**config.mk**
```make
export PLATFORM = sky130hd
export DESIGN_NAME = sar_conv_ctrl
export DESIGN_NICKNAME = d
export VERILOG_FILES = /design/src/rtl/sar_pkg.sv /design/src/rtl/sar_prescaler.sv /design/src/rtl/sar_engine.sv /design/src/rtl/sar_irq_latch.sv /design/src/rtl/sar_conv_ctrl.sv
export SDC_FILE = /design/constraint.sdc
export NUM_CORES = 1
export LEC_CHECK = 0
export BUFFER_PORTS_ARGS = -buffer_cell sky130_fd_sc_hd__buf_2
export CORE_AREA = 2 2 54 69
export CTS_BUF_LIST = sky130_fd_sc_hd__clkbuf_16
export DETAILED_ROUTE_END_ITERATION = 10
export DIE_AREA = 0 0 56 71
export PLACE_DENSITY = 0.76
export SYNTH_ARGS = -nofsm -noshare
export SYNTH_HDL_FRONTEND = slang
export SYNTH_SLANG_ARGS = --single-unit
```
**constraint.sdc**
```tcl
create_clock -name clk -period 2.45 [get_ports clk]
set_input_delay 0.245 -clock clk [delete_from_list [all_inputs] [get_ports clk]]
set_output_delay 0.245 -clock clk [all_outputs]
set_load 0.02 [all_outputs]
```
**src/rtl/sar_pkg.sv**
```systemverilog
package sar_pkg;
  localparam int unsigned CTRL_ADDR_DEF = 8'h10;
  localparam int unsigned SC_BIT_DEF    = 5;

  typedef enum logic [1:0] {
    SEQ_IDLE = 2'd0,
    SEQ_WAIT = 2'd1,
    SEQ_CONV = 2'd2
  } seq_state_t;

  function automatic int unsigned cnt_width(input int unsigned n);
    return (n > 1) ? $clog2(n) : 1;
  endfunction
endpackage

```
**src/rtl/sar_prescaler.sv**
```systemverilog
module sar_prescaler #(
  parameter int unsigned DIV = 6
) (
  input  logic clk,
  input  logic rst,
  input  logic run_en,
  output logic tick
);
  localparam int unsigned CW = sar_pkg::cnt_width(DIV);
  localparam logic [CW-1:0] LAST = CW'(DIV - 1);

  logic [CW-1:0] cnt_q;

  always_ff @(posedge clk) begin
    if (rst) begin
      cnt_q <= '0;
    end else if (run_en) begin
      cnt_q <= (cnt_q == LAST) ? '0 : cnt_q + 1'b1;
    end
  end

  // one converter-clock strobe per DIV system clocks while running
  assign tick = run_en && (cnt_q == LAST);
endmodule

```
**src/rtl/sar_engine.sv**
```systemverilog
module sar_engine #(
  parameter int unsigned RES_W = 8,
  parameter int unsigned CPB   = 6
) (
  input  logic             clk,
  input  logic             rst,
  input  logic             start,
  input  logic             abort,
  input  logic             tick,
  input  logic             cmp_in,
  output logic [RES_W-1:0] trial_o,
  output logic [RES_W-1:0] result_o,
  output logic             eoc_o
);
  import sar_pkg::*;

  localparam int unsigned BW = cnt_width(RES_W);
  localparam int unsigned PW = cnt_width(CPB);
  localparam logic [BW-1:0] TOP_BIT = BW'(RES_W - 1);
  localparam logic [PW-1:0] PH_LAST = PW'(CPB - 1);
  localparam logic [RES_W-1:0] MSB_ONE = {1'b1, {(RES_W-1){1'b0}}};

  seq_state_t       st_q;
  logic [BW-1:0]    bidx_q;
  logic [PW-1:0]    ph_q;
  logic [RES_W-1:0] code_q;
  logic [RES_W-1:0] res_q;
  logic             eoc_q;

  always_ff @(posedge clk) begin
    if (rst) begin
      st_q   <= SEQ_IDLE;
      bidx_q <= '0;
      ph_q   <= '0;
      code_q <= '0;
      res_q  <= '0;
      eoc_q  <= 1'b0;
    end else if (start) begin
      st_q   <= SEQ_WAIT;
      code_q <= '0;
      eoc_q  <= 1'b0;
    end else if (abort) begin
      st_q <= SEQ_IDLE;
    end else if (tick) begin
      case (st_q)
        SEQ_WAIT: begin
          st_q   <= SEQ_CONV;
          bidx_q <= TOP_BIT;
          ph_q   <= '0;
          code_q <= MSB_ONE;
        end
        SEQ_CONV: begin
          if (ph_q == PH_LAST) begin
            ph_q           <= '0;
            code_q[bidx_q] <= cmp_in;
            if (bidx_q == '0) begin
              st_q  <= SEQ_IDLE;
              eoc_q <= 1'b1;
              res_q <= {code_q[RES_W-1:1], cmp_in};
            end else begin
              bidx_q                <= bidx_q - 1'b1;
              code_q[bidx_q - 1'b1] <= 1'b1;
            end
          end else begin
            ph_q <= ph_q + 1'b1;
          end
        end
        default: st_q <= SEQ_IDLE;
      endcase
    end
  end

  assign trial_o  = code_q;
  assign result_o = res_q;
  assign eoc_o    = eoc_q;
endmodule

```
**src/rtl/sar_irq_latch.sv**
```systemverilog
module sar_irq_latch (
  input  logic clk,
  input  logic rst,
  input  logic eoc,
  input  logic clr,
  output logic irq
);
  logic eoc_d;
  logic irq_q;
  logic set_w;

  assign set_w = eoc && !eoc_d;

  always_ff @(posedge clk) begin
    if (rst) begin
      eoc_d <= 1'b0;
      irq_q <= 1'b0;
    end else begin
      eoc_d <= eoc;
      if (set_w)    irq_q <= 1'b1;
      else if (clr) irq_q <= 1'b0;
    end
  end

  assign irq = irq_q;
endmodule

```
**src/rtl/sar_conv_ctrl.sv**
```systemverilog
module sar_conv_ctrl #(
  parameter int unsigned AW        = 8,
  parameter int unsigned DW        = 8,
  parameter int unsigned RES_W     = 8,
  parameter int unsigned DIV       = 6,
  parameter int unsigned CPB       = 6,
  parameter int unsigned CTRL_ADDR = sar_pkg::CTRL_ADDR_DEF,
  parameter int unsigned SC_BIT    = sar_pkg::SC_BIT_DEF
) (
  input  logic             clk,
  input  logic             rst,
  input  logic             bus_wr,
  input  logic [AW-1:0]    bus_addr,
  input  logic [DW-1:0]    bus_wdata,
  input  logic             stop_in,
  input  logic             cmp_in,
  output logic [RES_W-1:0] trial_code_o,
  output logic             cmp_pwr_en_o,
  output logic [RES_W-1:0] result_o,
  output logic             eoc_o,
  output logic             irq_o
);
  localparam logic [AW-1:0] CA = AW'(CTRL_ADDR);

  logic ctrl_wr, start_w, abort_w;
  logic sc_q, sc_nxt, pwr_q, run_en, tick_w;

  assign ctrl_wr = bus_wr && (bus_addr == CA);
  assign start_w = ctrl_wr && bus_wdata[SC_BIT];
  assign abort_w = ctrl_wr && !bus_wdata[SC_BIT];
  assign sc_nxt  = ctrl_wr ? bus_wdata[SC_BIT] : sc_q;
  assign run_en  = sc_q && !stop_in;

  always_ff @(posedge clk) begin
    if (rst) begin
      sc_q  <= 1'b0;
      pwr_q <= 1'b0;
    end else begin
      sc_q  <= sc_nxt;
      pwr_q <= sc_nxt && !stop_in;
    end
  end

  assign cmp_pwr_en_o = pwr_q;

  sar_prescaler #(.DIV(DIV)) u_presc (
    .clk    (clk),
    .rst    (rst),
    .run_en (run_en),
    .tick   (tick_w)
  );

  sar_engine #(.RES_W(RES_W), .CPB(CPB)) u_eng (
    .clk      (clk),
    .rst      (rst),
    .start    (start_w),
    .abort    (abort_w),
    .tick     (tick_w),
    .cmp_in   (cmp_in),
    .trial_o  (trial_code_o),
    .result_o (result_o),
    .eoc_o    (eoc_o)
  );

  sar_irq_latch u_irq (
    .clk (clk),
    .rst (rst),
    .eoc (eoc_o),
    .clr (ctrl_wr),
    .irq (irq_o)
  );
endmodule

```
==> flow_summary_export.csv, run 1 <==
group,metric,value,unit
status,status,"finished clean",
logic_synthesis,syn_avg_cell_area,8.752,µm²
timing,min_period,2.070,ns
floorplanning,io_pins,40,
timing,fin_hold_ws,0.1642,ns
final_layout,fill_cells,306,
power_and_ir_drop,pwr-share-seq,46.7,%
clocking,ctsHoldBuffers,0,
power_and_ir_drop,leakagePower,0.7887,nW
global_routing,first_global_vias,1440,
detailed_routing,via_per_inst,5.502,
power_and_ir_drop,power.density,557.7,mW/mm²
power_and_ir_drop,p_int,895.9,µW
power_and_ir_drop,pwr-share-clk,50.7,%
setup_path,cp_data_required_time,2.65,ns
global_routing,grt_pass1_wl,6451,µm
clocking,cts.clk_slew.worst_paths,0.05,ns
setup_path,cp_slowest_stage_delay,0.41,ns
timing,max_freq,483.0,MHz
setup_path,crit_family,"compound AO/OA/AOI/OAI gates",
floorplanning,initial_core_util,50.22,%
logic_synthesis,seq_area_frac_synth,37.93,%
clocking,cts_buffers,5,
clocking,cts.sinks,32,
detailed_routing,ant_nets,0,
clocking,cts_tree,"done",
logic_synthesis,async_flop_share,0,%
global_routing,antenna_found_initial,0,
power_and_ir_drop,ir_worst_vdd,0.6315,mV
timing,tns,0,ns
logic_synthesis,synthTopCellsByCount,"32 x dfxtp_1, 26 x nor2_1, 15 x nand2_1",
global_routing,overflow,0,
setup_path,worstPathBufferInverterCount,1,
clocking,cts_buffer_depth,2,
timing,setup_violations,0,
logic_synthesis,yosysMostFrequentCell,"dfxtp_1",
logic_synthesis,yosysUniqueCellTypes,44,
timing,clock_skew,0.004908,ns
setup_path,crit_type,"flip-flop to flip-flop",
timing,fin_crit_sh,84.51,%
logic_synthesis,yosys_warnings,0,
clocking,clock_latency,0.28,ns
logic_synthesis,synth_fp_nets,218,
logic_synthesis,synth_edf_count,0,
run,drv_cap,0,
logic_synthesis,syn_area,0.001689,mm²
power_and_ir_drop,switching_share,19.86,%
detailed_routing,drc,0,
placed_design,gp_congestion,0.8098,
logic_synthesis,yosysTopAreaCell,"dfxtp_1",
timing,finalHoldViolations,0,
final_layout,syn2layout_area_growth,18.67,%
detailed_routing,drtIter0Drc,70,
timing,drv_slew,0,
worst_hold_path,min_path_type,"input pin to flip-flop",
setup_path,worst_setup_path_end_kind,"flip-flop",
power_and_ir_drop,combPwrFrac,2.7,%
setup_path,crit_chain,"clkinv_1, ha_1, nor3b_1, o21ai_0, o21ai_0, o311ai_1, a21oi_1",
floorplanning,rows,24,
setup_path,cpMostUsedCell,"o21ai_0",
setup_path,crit_arrival,2.27,ns
timing,rsz0062_at_grt,"no",
final_layout,drive_gt1_share,22.12,%
detailed_routing,dr_total_vias,1458,
setup_path,critPathMaxFanout,10,
clocking,cts_resized,0,
timing,worst_pin_slew,0.4896,ns
placed_design,hpwlAfterDp,2539,µm
detailed_routing,post_drt_wl_per_cell,13.67,µm
power_and_ir_drop,switching_power,222.1,µW
setup_path,slowest_stage,"nor3b_1",
detailed_routing,first_pass_iters,4,
logic_synthesis,synth_ff_type,"dfxtp_1",
final_layout,num_antenna_cells,0,
floorplanning,fp.dieH,71,µm
global_routing,grt_max_degree,26,
logic_synthesis,ys_seq_elements,32,
placed_design,portBuffers,32,
clocking,cts_max_level,2,
logic_synthesis,synth_top_area_share,37.93,%
final_layout,nets,251,
timing,relSlewSlack,67.32,%
detailed_routing,routed_wl,3622,µm
setup_path,startpoint_type,"flip-flop",
floorplanning,fp.dieArea,0.003976,mm²
global_routing,track_usage,20.39,%
logic_synthesis,ys_top_cells_by_area,"dfxtp_1 38%, mux2i_1 6.5%, nor2_1 5.8%, a21oi_1 3.9%, a22oi_1 3.6%",
logic_synthesis,postSynthCellCount,193,
floorplanning,core-area,0.003363,mm²
clocking,ctsRootBufferMaster,"clkbuf_16",
floorplanning,chipWidth,56,µm
clocking,postCtsSetupRepairBufs,0,
area by class of cell:
cell class / instances / area, µm² / share of cell area (%)
inverter: 7 / 26.28 / 1.311
clock buffer: 5 / 125.1 / 6.242
timing repair buffer: 35 / 182.7 / 9.114
tap: 39 / 48.80 / 2.434
clock inverter: 2 / 7.507 / 0.3745
sequential: 32 / 640.6 / 31.96
multi-input combinational: 145 / 973.4 / 48.56
power by group through the flow:
stage | sequential (mW) | clock (mW) | combinational (mW)
4_1_cts | 0.522 | 0.573 | 0.0303
3_3_place_gp | 0.532 | 0 | 0.0297
3_5_place_dp | 0.532 | 0 | 0.0301
2_1_floorplan | 0.532 | 0 | 0.0155
6_report | 0.522 | 0.566 | 0.0299
5_1_grt | 0.521 | 0.597 | 0.0338
flip-flops by register name, summed over array words and instances (netlist names):
name	count
u_eng.st_q	2
u_irq.irq	1
u_eng.trial_o	8
cmp_pwr_en_o	1
u_presc.cnt_q	3
u_eng.result_o	8
u_eng.eoc_o	1
u_irq.eoc_d	1
sc_q	1
u_eng.bidx_q	3
u_eng.ph_q	3
worst register-to-register path, delay by kind of cell (launching register included):
| family | cells | cell delay, ns |
|---|---|---|
| flops | 1 | 0.33 |
| compound gates | 4 | 0.67 |
| simple gates | 1 | 0.41 |
| buf+inv | 1 | 0.26 |
| fa+ha+maj | 1 | 0.33 |
final timing paths:
check | slack, ns | from | cells after the start | end
hold / removal | 0.16 | stop_in | 2 | cmp_pwr_en_o
setup reg to reg | 0.38 | u_eng.bidx_q[0] | 7 | u_eng.trial_o[4]
setup / recovery | 0.38 | u_eng.bidx_q[0] | 7 | u_eng.trial_o[4]
hold reg to reg | 0.47 | u_irq.eoc_d | 2 | u_irq.irq
cell usage in the layout (no fill, tap or decap), types with 5 or more instances in the layout:
cell type / instances
clkbuf_16: 5
inv_1: 6
nand2_1: 15
dfxtp_1: 32
nor2b_1: 7
nor2_1: 26
buf_2: 32
a21oi_1: 13
nor3_1: 6
o21ai_0: 10
a22oi_1: 8
mux2i_1: 11
through the flow:
stage                     setup WS [ns]  cell area, µm²  instances  total power [mW]  utilization (%)
final                            0.3795            2004        265             1.118            59.60
after floorplan                  0.6139            1689        193            0.5474                -
after global routing             0.1584            2004        265             1.152            59.60
after detailed placement         0.4297            1872        258            0.5620            55.65
after CTS                        0.3811            2004        265             1.125            59.60
after global placement           0.4479            1872        258            0.5616            55.65
logic make-up after synthesis:
logic type	Yosys count	share of synthesized area, %
and+or+nand+nor	83	29.41
muxes	11	6.519
buffers and inverters	16	4.444
xor gates and xnor gates	1	0.5186
AOI/OAI and AO/OA	46	18.22
DFF	32	37.93
adders and majority gates	4	2.963
routing by layer:
metal / vias to the layer above / track usage, % / share of wire, %
li1: 757 / - / -
met1: 665 / 24.63 / 46
met2: 30 / 34.64 / 48
met3: 6 / 5.119 / 3.5
met4: 0 / 7.937 / 1.8
met5: - / 0 / 0
No activity file was read; power rests on OpenSTA's default activity.
==> run 2, diff against run 1 <==
clock period = 2 ns   (was 2.45 ns; I/O delays follow)
==> run 2 against run 1 <==
Net effect: count of clock-buffer cells in the layout unchanged; combinational power increased by 24%; die area unchanged; critical endpoint is now u_eng.trial_o[7]; highest routed layer unchanged; cell count increased by 3.4%.
==> flow_summary_export.csv, run 2 (synthesis results as in run 1) <==
group,metric,value,unit
placed_design,hpwlAfterDp,2646,µm
detailed_routing,drc,0,
run,drv_cap,0,
timing,fin_crit_sh,93.99,%
final_layout,fin_cells,274,
floorplanning,core-area,0.003363,mm²
timing,relSlewSlack,70.96,%
global_routing,grt_max_degree,26,
setup_path,worst_setup_path_end_kind,"flip-flop",
floorplanning,chipWidth,56,µm
timing,drv_slew,0,
setup_path,worstPathBufferInverterCount,1,
final_layout,syn2layout_area_growth,24.07,%
detailed_routing,routed_wl,3687,µm
timing,clock_skew,0.006105,ns
final_layout,fill_cells,287,
floorplanning,io_pins,40,
worst_hold_path,min_path_type,"input pin to flip-flop",
final_layout,drive_gt1_share,26.38,%
global_routing,grt_pass1_wl,6327,µm
floorplanning,initial_core_util,50.22,%
setup_path,slowest_stage,"or3b_4",
setup_path,crit_family,"simple AND/OR/NAND/NOR gates",
clocking,ctsRootBufferMaster,"clkbuf_16",
power_and_ir_drop,pwr-share-clk,51.7,%
power_and_ir_drop,switching_share,20.79,%
setup_path,critPathMaxFanout,8,
final_layout,final_area,0.002096,mm²
clocking,cts.clk_slew.worst_paths,0.05,ns
floorplanning,fp.dieArea,0.003976,mm²
global_routing,overflow,0,
timing,worst_pin_slew,0.4356,ns
global_routing,antenna_found_initial,0,
power_and_ir_drop,power.density,667.8,mW/mm²
setup_path,crit_type,"flip-flop to flip-flop",
detailed_routing,first_pass_iters,4,
clocking,postCtsSetupRepairBufs,0,
global_routing,first_global_vias,1463,
setup_path,startpoint_type,"flip-flop",
detailed_routing,dr_total_vias,1552,
setup_path,cp_data_required_time,2.19,ns
final_layout,final_cell_mix,"32 x dfxtp_1, 32 x buf_2, 26 x nor2_1",
final_layout,layout.area.seq,640.6,µm²
power_and_ir_drop,pwr-share-seq,45.6,%
detailed_routing,post_drt_wl_per_cell,13.46,µm
clocking,cts_buffer_depth,2,
timing,min_period,1.880,ns
floorplanning,fp.dieH,71,µm
power_and_ir_drop,leakagePower,0.8348,nW
clocking,cts.sinks,32,
placed_design,place_area,0.001944,mm²
clocking,cts_buffers,5,
setup_path,cp_slowest_stage_delay,0.43,ns
final_layout,num_antenna_cells,0,
timing,rsz0062_at_grt,"no",
timing,max_freq,531.9,MHz
detailed_routing,via_per_inst,5.664,
timing,setup_violations,0,
clocking,clock_latency,0.27,ns
setup_path,crit_chain,"nand3b_4, or3b_4, buf_4, a211o_4, nor2b_1, a211oi_2",
detailed_routing,drtIter0Drc,72,
clocking,cts_max_level,2,
floorplanning,rows,24,
final_layout,multiInputGateArea,980.9,µm²
final_layout,nets,259,
power_and_ir_drop,switching_power,291.0,µW
placed_design,gp_congestion,0.8339,
status,status,"finished clean",
placed_design,dp.cells,266,
power_and_ir_drop,ir_worst_vdd,0.7992,mV
global_routing,track_usage,19.72,%
clocking,cts_tree,"done",
setup_path,crit_arrival,2.07,ns
placed_design,portBuffers,32,
power_and_ir_drop,p_int,1.109,mW
power_and_ir_drop,combPwrFrac,2.7,%
timing,tns,0,ns
timing,fin_hold_ws,0.1127,ns
timing,finalHoldViolations,0,
detailed_routing,ant_nets,0,
power_and_ir_drop,total_power,1.400,mW
-- run 2: area by class of cell --
cell class	instances	area share, %
clock buffer	5	5.970
clock inverter	3	0.8955
inverter	7	1.254
multi-input combinational	145	46.81
sequential	32	30.57
tap	39	2.328
timing repair buffer	43	12.18
-- run 2: what timing repair did --
| item | 4_1_cts | 5_1_grt |
|---|---|---|
| setup endpoints to repair | 0 | 5 |
| resized for setup | 0 | 2 |
| hold buffers | 0 | 0 |
| endpoints found under the hold margin | 0 | 0 |
-- run 2: path summary, 6_finish.rpt --
kind              cells after the start             start  slack (ns)               end
setup / recovery                      6  u_presc.cnt_q[0]        0.12  u_eng.trial_o[7]
hold / removal                        2           stop_in        0.11      cmp_pwr_en_o
setup reg to reg                      6  u_presc.cnt_q[0]        0.12  u_eng.trial_o[7]
hold reg to reg                       2       u_irq.eoc_d        0.48         u_irq.irq
-- run 2: stage by stage --
stage,worst slack (ns),utilization [%]
6_report,0.1201,62.31
5_1_grt,0.01024,62.31
3_3_place_gp,0.1149,57.81
4_1_cts,0.07405,62.09
3_5_place_dp,0.09064,57.81
2_1_floorplan,0.1639,-
-- run 2: routing by layer --
metal  routed length [µm]  track usage (%)  up-vias
met5                    0                0        -
met4                   46            6.878        0
met3                  173            5.119        6
met2                 1895            34.25       43
met1                 1571            23.43      728
li1                     -                -      775
-- run 2: power groups by stage --
stage | combinational [mW] | sequential, mW | clock [mW]
after floorplan | 0.0190 | 0.652 | 0
after detailed placement | 0.0372 | 0.652 | 0
after global placement | 0.0364 | 0.652 | 0
after global routing | 0.0416 | 0.638 | 0.771
after CTS | 0.0375 | 0.638 | 0.743
final | 0.0371 | 0.638 | 0.724
-- run 2: worst register-to-register path, cell delays in order (launching register included) --
cell and delay (ns):
dfxtp_1 0.38, nand3b_4 0.11, or3b_4 0.43, buf_4 0.18, a211o_4 0.36, nor2b_1 0.16
a211oi_2 0.18
